`src/rtl/lu_pkg.sv`:
```
package lu_pkg;
  typedef enum logic {
    LU_IDLE = 1'b0,
    LU_WAIT = 1'b1
  } lu_state_e;
endpackage

```
`src/rtl/lu_agen.sv`:
```
module lu_agen #(
  parameter int DATA_W = 32,
  parameter int OFFS_W = 16
) (
  input  logic [DATA_W-1:0] base,
  input  logic [OFFS_W-1:0] offset,
  input  logic              half,
  output logic [DATA_W-1:0] ea,
  output logic              misaligned
);
  localparam int EXT_W = DATA_W - OFFS_W;

  logic [DATA_W-1:0] offs_ext;

  always_comb begin
    offs_ext   = {{EXT_W{offset[OFFS_W-1]}}, offset};
    ea         = base + offs_ext;
    misaligned = half & ea[0];
  end
endmodule

```
`src/rtl/lu_extract.sv`:
```
module lu_extract #(
  parameter int DATA_W     = 32,
  parameter bit BIG_ENDIAN = 1'b0
) (
  input  logic [DATA_W-1:0]             rdata,
  input  logic [$clog2(DATA_W/8)-1:0]   lane,
  input  logic                          half,
  output logic [DATA_W-1:0]             value
);
  localparam int LANES = DATA_W / 8;
  localparam int LAW   = $clog2(LANES);
  localparam int HAW   = (LAW > 1) ? LAW - 1 : 1;

  logic [LAW-1:0] bidx;
  logic [HAW-1:0] hidx;
  logic [7:0]     byte_v;
  logic [15:0]    half_v;

  generate
    if (BIG_ENDIAN) begin : g_big
      always_comb begin
        bidx = LAW'(LANES - 1) - lane;
        hidx = HAW'(LANES / 2 - 1) - HAW'(lane >> 1);
      end
    end else begin : g_little
      always_comb begin
        bidx = lane;
        hidx = HAW'(lane >> 1);
      end
    end
  endgenerate

  always_comb begin
    byte_v = rdata[8*bidx +: 8];
    half_v = rdata[16*hidx +: 16];
    if (half) value = {{(DATA_W-16){half_v[15]}}, half_v};
    else      value = {{(DATA_W-8){byte_v[7]}}, byte_v};
  end
endmodule

```
`src/rtl/lu_ctrl.sv`:
```
module lu_ctrl
  import lu_pkg::*;
#(
  parameter int DATA_W = 32,
  parameter int REG_AW = 5
) (
  input  logic                        clk,
  input  logic                        rst,
  input  logic                        issue_valid,
  input  logic                        issue_half,
  input  logic [REG_AW-1:0]           issue_rt,
  input  logic [DATA_W-1:0]           ea,
  input  logic                        misaligned,
  input  logic                        mem_rvalid,
  input  logic                        mem_fault,
  input  logic [DATA_W-1:0]           ext_value,
  output logic                        busy,
  output logic                        mem_req,
  output logic [DATA_W-1:0]           mem_addr,
  output logic                        ade_exc,
  output logic [DATA_W-1:0]           exc_addr,
  output logic                        wb_en,
  output logic [REG_AW-1:0]           wb_reg,
  output logic [DATA_W-1:0]           wb_data,
  output logic                        pend_half,
  output logic [$clog2(DATA_W/8)-1:0] pend_lane
);
  localparam int LAW = $clog2(DATA_W / 8);

  lu_state_e         state;
  logic [REG_AW-1:0] pend_rt;

  assign busy = (state == LU_WAIT);

  always_ff @(posedge clk) begin
    if (rst) begin
      state     <= LU_IDLE;
      mem_req   <= 1'b0;
      mem_addr  <= '0;
      ade_exc   <= 1'b0;
      exc_addr  <= '0;
      wb_en     <= 1'b0;
      wb_reg    <= '0;
      wb_data   <= '0;
      pend_rt   <= '0;
      pend_half <= 1'b0;
      pend_lane <= '0;
    end else begin
      mem_req <= 1'b0;
      ade_exc <= 1'b0;
      wb_en   <= 1'b0;
      case (state)
        LU_IDLE: begin
          if (issue_valid) begin
            if (misaligned) begin
              ade_exc  <= 1'b1;
              exc_addr <= ea;
            end else begin
              mem_req   <= 1'b1;
              mem_addr  <= ea;
              pend_rt   <= issue_rt;
              pend_half <= issue_half;
              pend_lane <= ea[LAW-1:0];
              state     <= LU_WAIT;
            end
          end
        end
        LU_WAIT: begin
          if (mem_rvalid) begin
            state <= LU_IDLE;
            if (!mem_fault && (pend_rt != '0)) begin
              wb_en   <= 1'b1;
              wb_reg  <= pend_rt;
              wb_data <= ext_value;
            end
          end
        end
        default: state <= LU_IDLE;
      endcase
    end
  end
endmodule

```
`src/rtl/load_unit.sv`:
```
module load_unit #(
  parameter int DATA_W     = 32,
  parameter int OFFS_W     = 16,
  parameter int REG_AW     = 5,
  parameter bit BIG_ENDIAN = 1'b0
) (
  input  logic              clk,
  input  logic              rst,
  input  logic              issue_valid,
  input  logic              issue_half,
  input  logic [DATA_W-1:0] issue_base,
  input  logic [OFFS_W-1:0] issue_offset,
  input  logic [REG_AW-1:0] issue_rt,
  output logic              busy,
  output logic              mem_req,
  output logic [DATA_W-1:0] mem_addr,
  input  logic              mem_rvalid,
  input  logic [DATA_W-1:0] mem_rdata,
  input  logic              mem_fault,
  output logic              ade_exc,
  output logic [DATA_W-1:0] exc_addr,
  output logic              wb_en,
  output logic [REG_AW-1:0] wb_reg,
  output logic [DATA_W-1:0] wb_data
);
  localparam int LAW = $clog2(DATA_W / 8);

  logic [DATA_W-1:0] ea;
  logic              misaligned;
  logic [DATA_W-1:0] ext_value;
  logic              pend_half;
  logic [LAW-1:0]    pend_lane;

  lu_agen #(.DATA_W(DATA_W), .OFFS_W(OFFS_W)) agen_i (
    .base       (issue_base),
    .offset     (issue_offset),
    .half       (issue_half),
    .ea         (ea),
    .misaligned (misaligned)
  );

  lu_extract #(.DATA_W(DATA_W), .BIG_ENDIAN(BIG_ENDIAN)) extract_i (
    .rdata (mem_rdata),
    .lane  (pend_lane),
    .half  (pend_half),
    .value (ext_value)
  );

  lu_ctrl #(.DATA_W(DATA_W), .REG_AW(REG_AW)) ctrl_i (
    .clk         (clk),
    .rst         (rst),
    .issue_valid (issue_valid),
    .issue_half  (issue_half),
    .issue_rt    (issue_rt),
    .ea          (ea),
    .misaligned  (misaligned),
    .mem_rvalid  (mem_rvalid),
    .mem_fault   (mem_fault),
    .ext_value   (ext_value),
    .busy        (busy),
    .mem_req     (mem_req),
    .mem_addr    (mem_addr),
    .ade_exc     (ade_exc),
    .exc_addr    (exc_addr),
    .wb_en       (wb_en),
    .wb_reg      (wb_reg),
    .wb_data     (wb_data),
    .pend_half   (pend_half),
    .pend_lane   (pend_lane)
  );
endmodule

```
`config.mk`:
```
export PLATFORM = sky130hd
export DESIGN_NAME = load_unit
export DESIGN_NICKNAME = d
export VERILOG_FILES = /design/src/rtl/lu_pkg.sv /design/src/rtl/lu_agen.sv /design/src/rtl/lu_extract.sv /design/src/rtl/lu_ctrl.sv /design/src/rtl/load_unit.sv
export SDC_FILE = /design/constraint.sdc
export NUM_CORES = 1
export LEC_CHECK = 0
export ABC_AREA = 1
export BUFFER_PORTS_ARGS = -buffer_cell sky130_fd_sc_hd__buf_2
export CAP_MARGIN = 20
export CORE_ASPECT_RATIO = 0.9
export CORE_MARGIN = 1
export CORE_UTILIZATION = 40
export CTS_CLUSTER_DIAMETER = 100
export DETAILED_ROUTE_END_ITERATION = 6
export SKIP_LAST_GASP = 1
export SLEW_MARGIN = 5
export SYNTH_ARGS = -nofsm -noshare
export SYNTH_HDL_FRONTEND = slang
export SYNTH_HIERARCHICAL = 1
export SYNTH_SLANG_ARGS = --single-unit
export TNS_END_PERCENT = 1
```
`constraint.sdc`:
```
create_clock -name clk -period 2.6 [get_ports clk]
set_clock_uncertainty 0.2 [all_clocks]
set_input_delay 0.39 -clock clk [delete_from_list [all_inputs] [get_ports clk]]
set_output_delay 0.39 -clock clk [all_outputs]
set_load 0.01 [all_outputs]
```
== After elaboration in Yosys (flattened, before gate mapping) ==
Index checks and enable logic that the tools add are counted.
W data, S select, Z words.

* Input port bits: 91
* Register bits after elaboration: 113
* Word-level logic and storage cells: 35
* Output and inout bits: 105

* Reductions and logical operators: 9
* Multiplexer cells: 7
* Bitwise logic cells: 5
* Shift-type cells: 2
* Add/subtract/negate cells: 1

{| class="wikitable"
|+ Operators with widths
! kind !! count
|-
| $add A32 B32 Y32 || 1
|-
| $mux W32 || 1
|-
| $shiftx A32 B6 Y16 || 1
|-
| $shiftx A32 B6 Y8 || 1
|-
| $reduce_and A3 Y1 || 3
|-
| $reduce_or A3 Y1 || 2
|-
| $mux W1 || 5
|-
| $reduce_bool A5 Y1 || 1
|-
| $not A1 Y1 || 4
|-
| $pmux W1 S2 || 1
|-
| $reduce_or A2 Y1 || 1
|-
| $and A1 B1 Y1 || 1
|-
| $logic_and A1 B1 Y1 || 1
|-
| $logic_not A1 Y1 || 1
|}

== Logic depth before layout (Yosys ltp) ==
* Depth in word-level cells: 5
* Depth in mapped cells: 14
* Depth with buffers taken out: 14

== By module ==
The synthesis kept the hierarchy.

{| class="wikitable"
|+ By module, submodules not included
! module !! instances !! area each (um2) !! cells each !! sequential area each (um2)
|-
| lu_ctrl || 1 || 4291.6 || 523 || 2222.1
|-
| lu_agen || 1 || 2392.3 || 496 || 0.0
|-
| lu_extract || 1 || 624.3 || 127 || 0.0
|}

== Least setup slack after synthesis ==
Ideal clock, no wire load.

* Path kind: input-to-reg
* Start: input issue_offset[0]
* End: register ctrl_i.exc_addr[28]
* Slack: 0.401 ns
* Data required time: 2.281 ns
* Data arrival time: 1.879 ns
* Buffers on the path: 0
* Setup time: 0.119 ns
* Cell stages on the path: 14
* Cells stage by stage: ha_1 > fa_1 > nand3_1 > nand3_2 > nand2_1 > nand2_2 > nand2_1 > nand2_2 > nand2_1 > nand2_1 > nand2_1 > nand2_1 > o21ai_0 > a21oi_1

* Elaborated cells on any way between the ends: 3
* Those cells by class: 1 x add/sub; 1 x bitwise; 1 x reduce/logical

{| class="wikitable"
|+ RTL lines
! what !! line !! text
|-
| from (decl) || load_unit.sv:12 || <nowiki>input logic [OFFS_W-1:0] issue_offset,</nowiki>
|-
| $add A32 B32 Y32 || lu_agen.sv:17 || <nowiki>ea = base + offs_ext;</nowiki>
|-
| net ea[28] || load_unit.sv:28 || <nowiki>logic [DATA_W-1:0] ea;</nowiki>
|-
| to (signal assigned) || lu_ctrl.sv:41 || <nowiki>exc_addr <= '0;</nowiki>
|-
| to (signal assigned) || lu_ctrl.sv:57 || <nowiki>exc_addr <= ea;</nowiki>
|-
| to (decl) || lu_ctrl.sv:21 || <nowiki>output logic [DATA_W-1:0] exc_addr,</nowiki>
|}

The timed path passes the listed nets, and every way through them passes these cells.
A chain may end at the register's enable or synchronous reset.

== Worst setup path after layout ==
* Start: input issue_offset[15]
* End: register ctrl_i.exc_addr[27]

Same word-level chain as after synthesis.

==> results.txt <==
----------------------------------------------------
[Run status]
  Outcome ... complete, no violations

[Power and ir drop]
  Combinational power share ... between 20 and 30%
  Cell area power density ... approximately 540 mW/mm^2
  Fraction of power spent switching nets ... 35.22%
  Peak ir drop on the vdd network ... about 310 uV
  Net switching power ... roughly 1.6 mW
  Clock network fraction of total power ... between 30 and 40%
  Seq pwr share ... 40.7%
  Static power due to leakage ... ~4.8 nW
  Cell-internal power ... ~3 mW
  Power after layout ... 4.625 mW

[Clocking]
  Total of hold buffers inserted after clock tree synthesis ... 0
  Total CTS buffers ... 9
  Master cell of the clock root buffer ... clkbuf_16
  Clk pin slew, worst setup/hold paths ... ~90 ps
  Clock sinks ... about 110
  Cells resized by post-CTS repair ... 0
  Buffer levels on the longest clock path ... 2
  H-tree levels ... 3
  CTS tree ... yes
  # Post-CTS Setup Buffers ... 0
  Insertion delay of the later-clocked pin in the worst-skew pair ... 360 ps

[STA]
  Worst hold slack after final layout ... 78.38 ps
  Least-Margin Pin Slew ... between 500 and 600 ps
  Unrepaired setup endpoints after global routing ... false
  Part of the cycle the worst path needs ... 84.24%
  Setup TNS Final ... 0 ps
  Highest attainable clock frequency ... 456.6 MHz
  Total setup violations reported at the end of the flow ... 0
  Relative max-transition margin ... approximately 64%
  Post-layout worst setup margin ... roughly 410 ps
  Number of slew-limit violations in the final report ... 0
  Time the final worst path needs with I/O delays and setup ... between 2000 and 2500 ps
  Number of endpoints with negative hold slack in the final report ... 0

[Yosys]
  Netlist cell types ... 35
  Mean Syn Cell Area ... between 6 and 7 um^2
  Number of cells produced by synthesis ... between 1000 and 1500
  Largest family of logic cells by synthesized area ... simple AND/OR/NAND/NOR gates
  Share of synthesized cell area in full adder, half adder and majority cells ... 5.581%
  Mapped Area ... around 0.0073 mm^2
  Count of warnings emitted by yosys ... 6
  Synthesis-stage register bit count ... between 100 and 150
  Compound-Gate Fraction of Synth Area ... a little under a tenth
  Share of synthesized area spent on multiplexers ... 0%
  Synthesized-area fraction occupied by and/or/nand/nor cells ... a little under two fifths
  Xor/xnor cell area share of the yosys netlist ... approximately 1.9%
  Synthesized Nets ... approximately 1300
  Share of the yosys chip area belonging to registers ... roughly 30%

[Detailed routing]
  Count of TritonRoute iterations in the first routing pass ... 5
  Number of vias in the routed layout ... ~7100
  DRC ... 0
  Number of antenna-violating nets in the routed design ... 0
  Routed Wire Length ... between 15000 and 20000 um
  Wire length per cell ... 12.77 um
  Number of DRC violations after detailed-routing iteration 0 ... 270
  Vias per cell ... between 4 and 5

[Global routing]
  Gr usage total ... a little over a fifth
  Antenna violations before repair ... 1
  Number of global-route vias before repair ... between 6000 and 7000
  Total gr overflow ... 0
  Met1 GRT Util ... 29.13%
  Most crowded layer after global routing ... met2
  GR Util met2 ... between 30% and 40%
  Largest net degree at the start of global routing ... 66
  Wire length of the first global-routing pass ... 31890 um
  GR met3 Demand/Resource ... between 3 and 4%

[Setup path]
  Worst reg2reg path startpoint ... ctrl_i/mem_addr[1]$_SDFFE_PP0P_
  Endpoint kind of the worst setup timing path ... register
  Category of the critical setup timing path ... in2reg
  Crit path launch ... issue_offset[15]
  Data required time of the critical path ... about 2600 ps
  Maximum fanout along the worst path ... 15
  Arrival time at the worst endpoint ... ~2200 ps
  Type of origin of the critical path ... primary input

[Min path]
  Worst Hold Launch ... issue_rt[3]
  Hold Path Class ... in2reg

[Die]
  Effective utilization at floorplan ... roughly 41%
  Placeable core area ... roughly 0.018 mm^2
  Die boundary width ... approximately 140 um
  Die Y ... ~130 um
  Std cell rows ... 46
  Number of primary I/O pins ... just under 200
  Floorplan die area ... about 0.019 mm^2

[Finish]
  Register area ... 0.002222 mm^2
  Final cell area excluding filler cells ... between 0.008 and 0.009 mm^2
  Largest regs ... ctrl_i/exc_addr (32), ctrl_i/mem_addr (32), ctrl_i/wb_data (32)
  Number of fillers in the final layout ... around 2000
  Area of the multi-input gates ... roughly 0.004 mm^2
  Post-layout nets ... about 1400
  P&R area growth vs syn ... 17.79%
  Share of post-route cells with drive strength above 1 ... a little under a quarter
  Antenna cell count ... 0

[Run]
  Number of maximum-capacitance constraint violations ... 0

[Place]
  Total placed instance area ... around 0.0083 mm^2
  Input/output buffers ... a little under 200
  Placer congestion estimate ... 0.9403
  Place WS ... 49.63 ps
  Placed wire-length estimate after detailed placement ... ~16000 um

----------------------------------------------------
## logic make-up (layout without fill, tap and decap cells)
family / count (synthesis) / after routing
AND/OR/NAND/NOR: 624 / 624
buffers and inverters: 232 / 401
AO/OA/AOI/OAI: 131 / 131
flip-flops: 111 / 111
adder cells (fa/ha/maj): 32 / 32
XOR/XNOR: 16 / 16
## critical path: stages
cell     delay, ps
buf_2          280
ha_1           360
nand2_1        140
inv_1           50
nand2_1         60
nand2_1         70
inv_1           60
nand2_1        100
a21oi_1        260
nand2_1         90
nand2_1         60
nand2_1         90
o21ai_0        170
a21oi_1         50
## path summary, 6_finish.rpt
path / to / slack [ps] / depth (start not counted)
max: ctrl_i/exc_addr[27]$_SDFFE_PP0P_ / 410 / 14
min reg2reg: ctrl_i/exc_addr[12]$_SDFFE_PP0P_ / 240 / 2
max reg2reg: ctrl_i/wb_data[26]$_SDFFE_PP0P_ / 610 / 8
min: ctrl_i/pend_rt[3]$_SDFFE_PP0P_ / 80 / 3
## power groups by stage
stage / Combinational (mW) / Sequential (mW) / Clock (mW)
2_1_floorplan: 0.936 / 1.96 / 0
3_3_place_gp: 1.34 / 1.92 / 0
3_5_place_dp: 1.34 / 1.92 / 0
4_1_cts: 1.34 / 1.88 / 1.45
5_1_grt: 1.52 / 1.90 / 1.52
6_report: 1.33 / 1.88 / 1.41
## cells in the mapped netlist
cell type	instances	area, um^2
nand3_4	1	17.52
nor3_1	3	15.01
or2_4	1	8.760
xnor2_1	2	17.52
ha_1	31	387.9
inv_6	1	8.760
clkbuf_1	8	30.03
nand3b_1	34	255.2
buf_4	23	172.7
o21ai_0	70	350.3
inv_1	165	619.3
a21oi_1	53	265.3
buf_2	16	80.08
nor2_1	155	581.8
xor2_1	14	122.6
fa_1	1	20.02
nand2_1	318	1194
o211ai_1	1	7.510
dfxtp_1	111	2222
buf_12	3	60.06
nand3_2	4	40.04
a21oi_2	4	35.03
nor3_2	2	20.02
nor2_2	34	212.7
nand4_1	3	18.77
nand2_2	18	112.6
inv_4	1	6.260
inv_2	6	22.52
o21bai_1	2	15.01
inv_8	1	11.26
a21o_1	1	7.510
buf_6	8	90.09
nor2_4	1	11.26
nand3_1	47	235.2
nand2_4	3	33.78
## per-layer routing
metal / routed length (um) / part of all wire [%]
met1: 9607 / 48
met2: 8831 / 44
met3: 1049 / 5.3
met4: 346 / 1.7
met5: 18 / 0.091
## area by class of cell
type,instances,share of cell area [%]
clock buffer,9,2.616
clock inverter,7,0.8576
inverter,174,7.762
multi-input combinational,803,46.29
sequential,111,25.81
tap,240,3.488
timing repair buffer,211,13.17
## placed cells by master (no fill, tap or decap), drive strengths merged, types with 3 or more instances in the layout
master,synthesis,layout
a21oi,57,57
buf,50,211
clkbuf,8,9
clkinv,0,3
dfxtp,111,111
ha,31,31
inv,174,177
nand2,339,339
nand3,52,52
nand3b,34,34
nand4,3,3
nor2,190,190
nor3,5,5
o21ai,70,70
xor2,14,14
## stage by stage
step / utilization, % / instances
2_1_floorplan: - / 1146
3_3_place_gp: 46.87 / 1539
3_5_place_dp: 46.87 / 1539
4_1_cts: 48.56 / 1555
5_1_grt: 48.56 / 1555
6_report: 48.56 / 1555
Note: power is estimated with default switching activity, not from simulation.
